===== config.mk =====
export PLATFORM = sky130hd
export DESIGN_NAME = wol_match_top
export DESIGN_NICKNAME = d
export VERILOG_FILES = /design/src/rtl/wol_pkg.sv /design/src/rtl/wol_pattern_chan.sv /design/src/rtl/wol_wake_status.sv /design/src/rtl/wol_match_top.sv
export SDC_FILE = /design/constraint.sdc
export NUM_CORES = 1
export LEC_CHECK = 0
export BUFFER_PORTS_ARGS = -buffer_cell sky130_fd_sc_hd__buf_2
export CORE_MARGIN = 2
export CORE_UTILIZATION = 30
export CTS_CLUSTER_DIAMETER = 40
export DETAILED_ROUTE_END_ITERATION = 7
export SYNTH_ARGS = -nofsm -noshare
export SYNTH_HDL_FRONTEND = slang
export SYNTH_HIERARCHICAL = 1
export SYNTH_SLANG_ARGS = --single-unit

===== constraint.sdc =====
create_clock -name clk -period 12.2 [get_ports clk]
set_clock_uncertainty 0.15 [all_clocks]
set_input_delay 1.83 -clock clk [delete_from_list [all_inputs] [get_ports clk]]
set_output_delay 1.83 -clock clk [all_outputs]
set_load 0.005 [all_outputs]

===== src/rtl/wol_pkg.sv =====
package wol_pkg;
    localparam int N_PAT     = 3;
    localparam int MASK_BITS = 128;
    localparam int OFF_W     = 8;
    localparam int CRC_W     = 16;
    localparam logic [CRC_W-1:0] POLY_REFL = 16'hA001;

    typedef struct packed {
        logic       valid;
        logic       last;
        logic       err;
        logic [7:0] data;
    } rx_beat_t;

    function automatic logic [CRC_W-1:0] crc16_byte(input logic [CRC_W-1:0] c_in,
                                                    input logic [7:0] d);
        logic [CRC_W-1:0] c;
        c = c_in;
        for (int b = 0; b < 8; b++) begin
            if (c[0] ^ d[b]) c = (c >> 1) ^ POLY_REFL;
            else             c = c >> 1;
        end
        return c;
    endfunction

    function automatic logic [CRC_W-1:0] crc_seed(input logic ones);
        return ones ? {CRC_W{1'b1}} : {CRC_W{1'b0}};
    endfunction
endpackage


===== src/rtl/wol_pattern_chan.sv =====
module wol_pattern_chan
    import wol_pkg::*;
#(
    parameter int MASK_BITS = wol_pkg::MASK_BITS,
    parameter int OFF_W     = wol_pkg::OFF_W,
    parameter int POS_W     = 10
) (
    input  logic                 clk,
    input  logic                 rst,
    input  rx_beat_t             beat,
    input  logic [POS_W-1:0]     pos,
    input  logic                 en,
    input  logic [MASK_BITS-1:0] mask,
    input  logic [OFF_W-1:0]     offset,
    input  logic [CRC_W-1:0]     ref_crc,
    input  logic                 seed_ones,
    output logic                 hit
);
    localparam int IDX_W = $clog2(MASK_BITS);

    logic [CRC_W-1:0] crc_q;
    logic [CRC_W-1:0] crc_start;
    logic [CRC_W-1:0] crc_next;
    logic [POS_W-1:0] rel;
    logic             in_window;
    logic             selected;

    always_comb begin
        rel       = pos - POS_W'(offset);
        in_window = (pos >= POS_W'(offset)) && (rel < POS_W'(MASK_BITS));
        selected  = in_window && mask[rel[IDX_W-1:0]];
        crc_start = (pos == '0) ? crc_seed(seed_ones) : crc_q;
        crc_next  = selected ? crc16_byte(crc_start, beat.data) : crc_start;
    end

    always_ff @(posedge clk) begin
        if (rst) begin
            crc_q <= '0;
            hit   <= 1'b0;
        end else begin
            hit <= 1'b0;
            if (beat.valid) begin
                crc_q <= crc_next;
                if (beat.last)
                    hit <= en && !beat.err && (crc_next == ref_crc);
            end
        end
    end
endmodule


===== src/rtl/wol_wake_status.sv =====
module wol_wake_status (
    input  logic clk,
    input  logic rst,
    input  logic hit_any,
    input  logic link_up,
    input  logic stat_rd,
    output logic wake_frame,
    output logic link_change
);
    logic link_q;

    always_ff @(posedge clk) begin
        if (rst) begin
            wake_frame  <= 1'b0;
            link_change <= 1'b0;
            link_q      <= link_up;
        end else begin
            link_q      <= link_up;
            wake_frame  <= hit_any | (wake_frame & ~stat_rd);
            link_change <= (link_up ^ link_q) | (link_change & ~stat_rd);
        end
    end
endmodule


===== src/rtl/wol_match_top.sv =====
module wol_match_top
    import wol_pkg::*;
#(
    parameter int N_PAT     = wol_pkg::N_PAT,
    parameter int MASK_BITS = wol_pkg::MASK_BITS,
    parameter int OFF_W     = wol_pkg::OFF_W
) (
    input  logic                       clk,
    input  logic                       rst,
    input  logic                       rx_valid,
    input  logic [7:0]                 rx_data,
    input  logic                       rx_last,
    input  logic                       rx_crc_err,
    input  logic [N_PAT-1:0]           pat_en,
    input  logic [N_PAT*MASK_BITS-1:0] pat_mask,
    input  logic [N_PAT*OFF_W-1:0]     pat_offset,
    input  logic [N_PAT*CRC_W-1:0]     pat_crc,
    input  logic                       crc_seed_ones,
    input  logic                       link_up,
    input  logic                       stat_rd,
    output logic [N_PAT-1:0]           pat_hit,
    output logic                       wake_frame,
    output logic                       link_change
);
    localparam int POS_W = $clog2((1 << OFF_W) + MASK_BITS) + 1;
    localparam logic [POS_W-1:0] POS_MAX = '1;

    rx_beat_t         beat;
    logic [POS_W-1:0] pos_q;

    assign beat = '{valid: rx_valid, last: rx_last, err: rx_crc_err, data: rx_data};

    always_ff @(posedge clk) begin
        if (rst)
            pos_q <= '0;
        else if (beat.valid) begin
            if (beat.last)              pos_q <= '0;
            else if (pos_q != POS_MAX)  pos_q <= pos_q + 1'b1;
        end
    end

    for (genvar k = 0; k < N_PAT; k++) begin : g_chan
        wol_pattern_chan #(
            .MASK_BITS(MASK_BITS),
            .OFF_W    (OFF_W),
            .POS_W    (POS_W)
        ) u_chan (
            .clk      (clk),
            .rst      (rst),
            .beat     (beat),
            .pos      (pos_q),
            .en       (pat_en[k]),
            .mask     (pat_mask[k*MASK_BITS +: MASK_BITS]),
            .offset   (pat_offset[k*OFF_W +: OFF_W]),
            .ref_crc  (pat_crc[k*CRC_W +: CRC_W]),
            .seed_ones(crc_seed_ones),
            .hit      (pat_hit[k])
        );
    end

    wol_wake_status u_status (
        .clk        (clk),
        .rst        (rst),
        .hit_any    (|pat_hit),
        .link_up    (link_up),
        .stat_rd    (stat_rd),
        .wake_frame (wake_frame),
        .link_change(link_change)
    );
endmodule


======== After elaboration in Yosys (flattened, before gate mapping) ========
Cells that the tools add are included.
word-level totals
  flip-flop bits (word level) ............. 64
  bits in latches ......................... 0
  RAM bits ................................ 0
  bits in read-only memories .............. 0
  bits of input ports ..................... 475
  word-level logic and storage cells ...... 140
  memories kept ........................... 0
operators by class
  add/sub/neg operators ................... 4
  multipliers ............................. 0
  div/mod/pow operators ................... 0
  magnitude comparators ................... 9
  equal/unequal tests ..................... 4
  shift-type cells ........................ 0
  multiplexer cells ....................... 39
  bitwise logic cells ..................... 56
  reduce and logical (&&, ||, !) cells .... 18
operators by type and width
  cell                                                                   number
  16-bit two-way mux                                                     31
  2-bit inverter with 3-bit output                                       24
  16-bit == test                                                         3
  10-bit by 8-bit >= comparator with 1-bit output                        3
  10-bit by 8-bit < comparator with 1-bit output, second input constant  3
  10-bit by 8-bit subtractor with 10-bit output                          3
  1-bit bitwise XOR                                                      25
  7-bit by 8-bit < comparator with 1-bit output, second input constant   3
  1-bit binary-select mux with 7-bit select                              3
  10-bit two-way mux                                                     2
  1-bit logical AND                                                      12
  10-bit by 1-bit adder with 10-bit output, second input constant        1
  10-bit zero test                                                       1
  10-bit inequality test, second input constant                          1
  3-bit OR reduction                                                     2
  1-bit two-way mux                                                      3
  1-bit inverter                                                         3
  1-bit bitwise AND                                                      2
  1-bit bitwise OR                                                       2
  2-bit AND reduction                                                    1
  2-bit nonzero test                                                     1
  1-bit zero test                                                        1

======== Longest topological paths before layout ========
  depth after elaboration ................. 21
  depth in mapped cells ................... 18
  gate-level depth less buffers ........... 15

======== By module ========
The synthesis kept the hierarchy.
by module, submodules not included
  module            times used  cells an instance  area an instance (sq um)
  wol_pattern_chan  3           377                3,342.0
  wol_match_top     1           72                 564.3
  wol_wake_status   1           9                  95.1

======== Least setup slack after synthesis ========
No wires, ideal clock.
  path type ............................... input port to flip-flop
  from .................................... input pat_offset[0]
  to ...................................... register g_chan[0].u_chan.hit
  arrival time ............................ 5.236 ns
  required time ........................... 11.990 ns
  setup slack ............................. 6.754 ns
  stages .................................. 15
  buffers on the path ..................... 3
  cells stage by stage .................... ha_1 inv_1 fa_1 buf_4 buf_4 buf_2 mux4_1 mux4_2 o22a_1 o21bai_4 nor2_2 or4_1 a22oi_1 o2111a_1 o2111a_1
on the way
  longest elaborated chain between the ends .. 7
  elaborated cells between the ends (all ways) .. 10
RTL lines
  what                                                                                                                RTL line                                        source
  from (decl)                                                                                                         wol_match_top.sv:16                             input logic [N_PAT*OFF_W-1:0] pat_offset,
  10-bit by 8-bit subtractor with 10-bit output                                                                       wol_pattern_chan.sv:29                          rel = pos - POS_W'(offset);
  1-bit binary-select mux with 7-bit select / 10-bit by 8-bit < comparator with 1-bit output (equally long branches)  wol_pattern_chan.sv:31, wol_pattern_chan.sv:30
  1-bit two-way mux (implied by the code) / 1-bit logical AND (equally long branches)                                 wol_pattern_chan.sv:31, wol_pattern_chan.sv:30
  1-bit logical AND *                                                                                                 wol_pattern_chan.sv:31                          selected = in_window && mask[rel[IDX_W-1:0]];
  16-bit two-way mux *                                                                                                wol_pattern_chan.sv:33                          crc_next = selected ? crc16_byte(crc_start, beat.data) : crc_start;
  16-bit == test *                                                                                                    wol_pattern_chan.sv:45                          hit <= en && !beat.err && (crc_next == ref_crc);
  1-bit logical AND *                                                                                                 wol_pattern_chan.sv:45
  to (signal assigned)                                                                                                wol_pattern_chan.sv:45
  to (decl)                                                                                                           wol_pattern_chan.sv:17                          output logic hit
Mark *: on every way between the ends. The rest lies on a longest branch, timed or not. The select of a mux whose other input is x is not followed.
A chain may end at the register's enable or synchronous reset.

======== Worst setup path after layout ========
  from .................................... input pat_offset[16]
  to ...................................... register g_chan[2].u_chan.hit
on the way
  longest elaborated chain between the ends .. 7
  elaborated cells between the ends (all ways) .. 10
RTL lines
  what                                                                                                                RTL line
  10-bit by 8-bit subtractor with 10-bit output                                                                       wol_pattern_chan.sv:29
  1-bit binary-select mux with 7-bit select / 10-bit by 8-bit < comparator with 1-bit output (equally long branches)  wol_pattern_chan.sv:31, wol_pattern_chan.sv:30
  1-bit two-way mux (implied by the code) / 1-bit logical AND (equally long branches)                                 wol_pattern_chan.sv:31, wol_pattern_chan.sv:30
  1-bit logical AND *                                                                                                 wol_pattern_chan.sv:31
  16-bit two-way mux *                                                                                                wol_pattern_chan.sv:33
  16-bit == test *                                                                                                    wol_pattern_chan.sv:45
  1-bit logical AND *                                                                                                 wol_pattern_chan.sv:45
  to (signal assigned)                                                                                                wol_pattern_chan.sv:45
  to (decl)                                                                                                           wol_pattern_chan.sv:17
Marks and branches as above.

==> flow_summary.ini <==
[outcome]
outcome = finished clean

[clock_tree]
clock_sinks = 64
clock_latency_ps = 350
path_clk_slew_ps = 60
hold_buffers = 0
cts_resized = 0
cts-buffers-inserted = 9
root_buffer = clkbuf_16
clockBufferDepth = 2
cts_tree = yes
htree_levels = 3
cts_setup_buffers = 0

[logic_synthesis]
synth-xor-area-share = 0.1160
synthesis.area_sq_um = 10690
synth-compound-area-share = 0.2530
yosys.cell_types.count = 79
syn_inst = 1212
synthArstFlopShare = 0
synth_top_family_by_area = compound AO/OA/AOI/OAI gates
yosys_warnings = 6
yosysMostFrequentCell = xnor2_1
ys_ff_latch = 64
yosys.area.top_type = mux4_2
yosys-top-cells-area = mux4_2, dfxtp_1, xnor2_1
synth_seq_area_share = 0.1199
ys_top_cells_by_count = xnor2_1, inv_1, a21oi_1, nor2_1, nand2_1
ys.flop_type = dfxtp_1
synthAdderAreaFrac = 0.03489
syn_area_per_cell_sq_um = 8.816
netlist.area_leader.share = 0.1581
muxShareOfSynthArea = 0.2427
synthSimpleGateAreaFrac = 0.1468
synth_edf_count = 0
syn-num-nets = 1715

[global_route]
grt_pass1_vias = 11910
grtUsageTotal = 0.2335
antenna_found_initial = 8
grt_max_degree = 60
grt_pass1_wl_mm = 66.91
grt-ovfl-total = 0

[layout]
nets = 2143
drive_gt1_frac = 0.3903
syn2layout_area_growth_pct = 27.26

[placement]
place_ws_ps = 5891
io_buffers = 479
dp_hpwl_mm = 36.12
gp_congestion = 0.9583

[route]
drt-total-wl_mm = 44.43
via_per_inst = 5.728
dr.pass1.iters = 8
drtIter0Drc = 1218
dr_total_vias = 12110
wl_met3_mm = 3.876
wire_per_inst_microns = 21.01
wl_met2_mm = 20.49
drt-met1-wl_mm = 18.83
top_layer_used = met5
route.detailed.drc = 0
ant_nets = 0

[floorplanning]
placementRows = 69
core_area_sq_um = 35310
boundaryPins = 480
die_x_microns = 192.7
initial_core_util = 0.3026
dieHeight_microns = 192.7
die-area_sq_um = 37140

[worst_setup_path]
reg2reg_to = g_chan[1].u_chan/hit
crit_chain = buf_2 > ha_2 > inv_1 > fa_1 > buf_4 > mux4_1 > and2_1 > a2111oi_0 > a311oi_1 > a221oi_1 > a311o_2 > nor2_2 > or4_1 > a22oi_1 > o2111a_1 > o2111a_1
cp-start-kind = input pin
critPathMaxFanout = 32
cp_top_family = compound AO/OA/AOI/OAI gates
crit_type = in2reg
reg2reg_slack_ps = 7080
arrival_ps = 6190
cp_slowest_cell = a2111oi_0
end_kind = register
cp_num_buf_inv = 3
worstPathRequired_ps = 12340
slowest_delay_ps = 560
r2r_cells = 15
path_common_cell = o2111a_1
r2r_start = pos_q[0]

[power_and_ir_drop]
powerDensity_nw_per_um2 = 80.91
total_leakage_power_nw = 5.776
irDropWorstVdd_v = 0.00007126
power_w = 0.001100

[timing]
hold_viol = 0
drv_slew = 0
grt_setup_unrepaired = no
slew-limit-headroom = 0.3401
tns_ps = 0
max_freq_mhz = 165.3
fin_crit_sh = 0.4959
period_minus_slack_ps = 6051
worst_slack_ps = 6150
tightestPinTransition_ps = 986.9
timing.hold.ws_ps = 318.3
setup_viol = 0

[worst_hold_path]
hp-class = reg2reg
min_to = u_status/wake_frame
min_delay_path_depth = 2
worst_hold_startpoint = u_status/wake_frame

[job]
drv_cap = 0
==> logic make-up after synthesis <==
logic type	after synthesis
buffers and inverters	182
XOR/XNOR	139
adder cells (fa/ha/maj)	28
AND/OR/NAND/NOR	311
multiplexers	126
AO/OA/AOI/OAI	362
flip-flops	64
==> state kept, by name (all words and copies together) (netlist names) <==
name,flops
g_chan.u_chan/crc_q,48
u_status/wake_frame,1
u_status/link_q,1
pos_q,10
g_chan.u_chan/hit,3
u_status/link_change,1
==> power by group <==
part / switching [W] / internal [W] / total, W
Sequential: 0.0000224 / 0.000224 / 0.000246
Combinational: 0.000287 / 0.000286 / 0.000573
Clock: 0.000102 / 0.000179 / 0.000281
Total: 0.000411 / 0.000689 / 0.00110
==> cells in the final DEF (no fill, tap or decap), types with 7 or more instances in the layout <==
cell type  Yosys  routed
clkbuf_16      0       9
ha_1          25      22
diode_2        0       8
mux4_2        75      75
nand4_1       12      12
xor2_1         9       9
o21ai_0       40      40
buf_2         16     479
a22oi_1       10      10
inv_1        101     101
xnor2_1      127     127
a311oi_1       9       9
buf_4         15      19
o21a_1         7       7
a2111oi_0     12      12
or2_2          9       9
and2_1        12      12
o2111a_1       9       9
a21oi_1       97      97
a211oi_1      24      24
nand2b_1       7       7
o22ai_1       18      18
dfxtp_1       64      64
nor3_1        31      31
mux4_1        24      24
or4_1          7       7
nand2_1       78      78
a221oi_1      25      25
nand4b_1       7       7
nand3_1       10      10
mux2i_1       24      24
nor2_1        84      84
nor4_1        12      12
o22a_1         9       9
o211ai_1       7       7
==> layer usage <==
| metal | up-vias | global-route usage |
|---|---|---|
| met5 | - | 0 |
| met4 | 2 | 0.07428 |
| met3 | 87 | 0.05510 |
| met2 | 613 | 0.3788 |
| met1 | 5847 | 0.3050 |
| li1 | 5560 | - |
==> how the worst max path moves through the flow <==
stage               depth (start not counted)                          to            from  slack [ps]
floorplan                                  15        g_chan[0].u_chan/hit   pat_offset[0]        6750
global placement                           15        g_chan[2].u_chan/hit  pat_offset[16]        5970
detailed placement                         15        g_chan[2].u_chan/hit  pat_offset[16]        5890
CTS                                        15        g_chan[2].u_chan/hit  pat_offset[16]        6220
global route                               13  g_chan[1].u_chan/crc_q[10]   pat_offset[8]        5870
finish                                     16        g_chan[2].u_chan/hit  pat_offset[16]        6150
==> through the flow <==
step           utilization  instance area, sq um  instances
5_1_grt             0.3847                 13580       2108
2_1_floorplan            -                 10690       1212
4_1_cts             0.3845                 13580       2106
6_report            0.3851                 13600       2114
3_3_place_gp        0.3756                 13260       2090
3_5_place_dp        0.3756                 13260       2090
==> area by class of cell <==
type / instances / area (sq um)
Inverter: 101 / 379.1
Clock inverter: 5 / 81.33
Fill cell: 3634 / 21710
Clock buffer: 11 / 232.7
Multi-Input combinational cell: 966 / 8487
Sequential cell: 64 / 1281
Tap cell: 461 / 576.8
Timing Repair Buffer: 498 / 2540
Antenna cell: 8 / 20.02
==> worst register-to-register path: cells and delay by family, from the launching register on <==
family,cells,cell delay [ps]
AOI/OAI and AO/OA,7,1710
DFF,1,310
buffers and inverters,3,790
muxes,1,630
adders and majority gates,1,580
and+or+nand+nor,3,900
No activity file was read; power rests on OpenSTA's default activity.
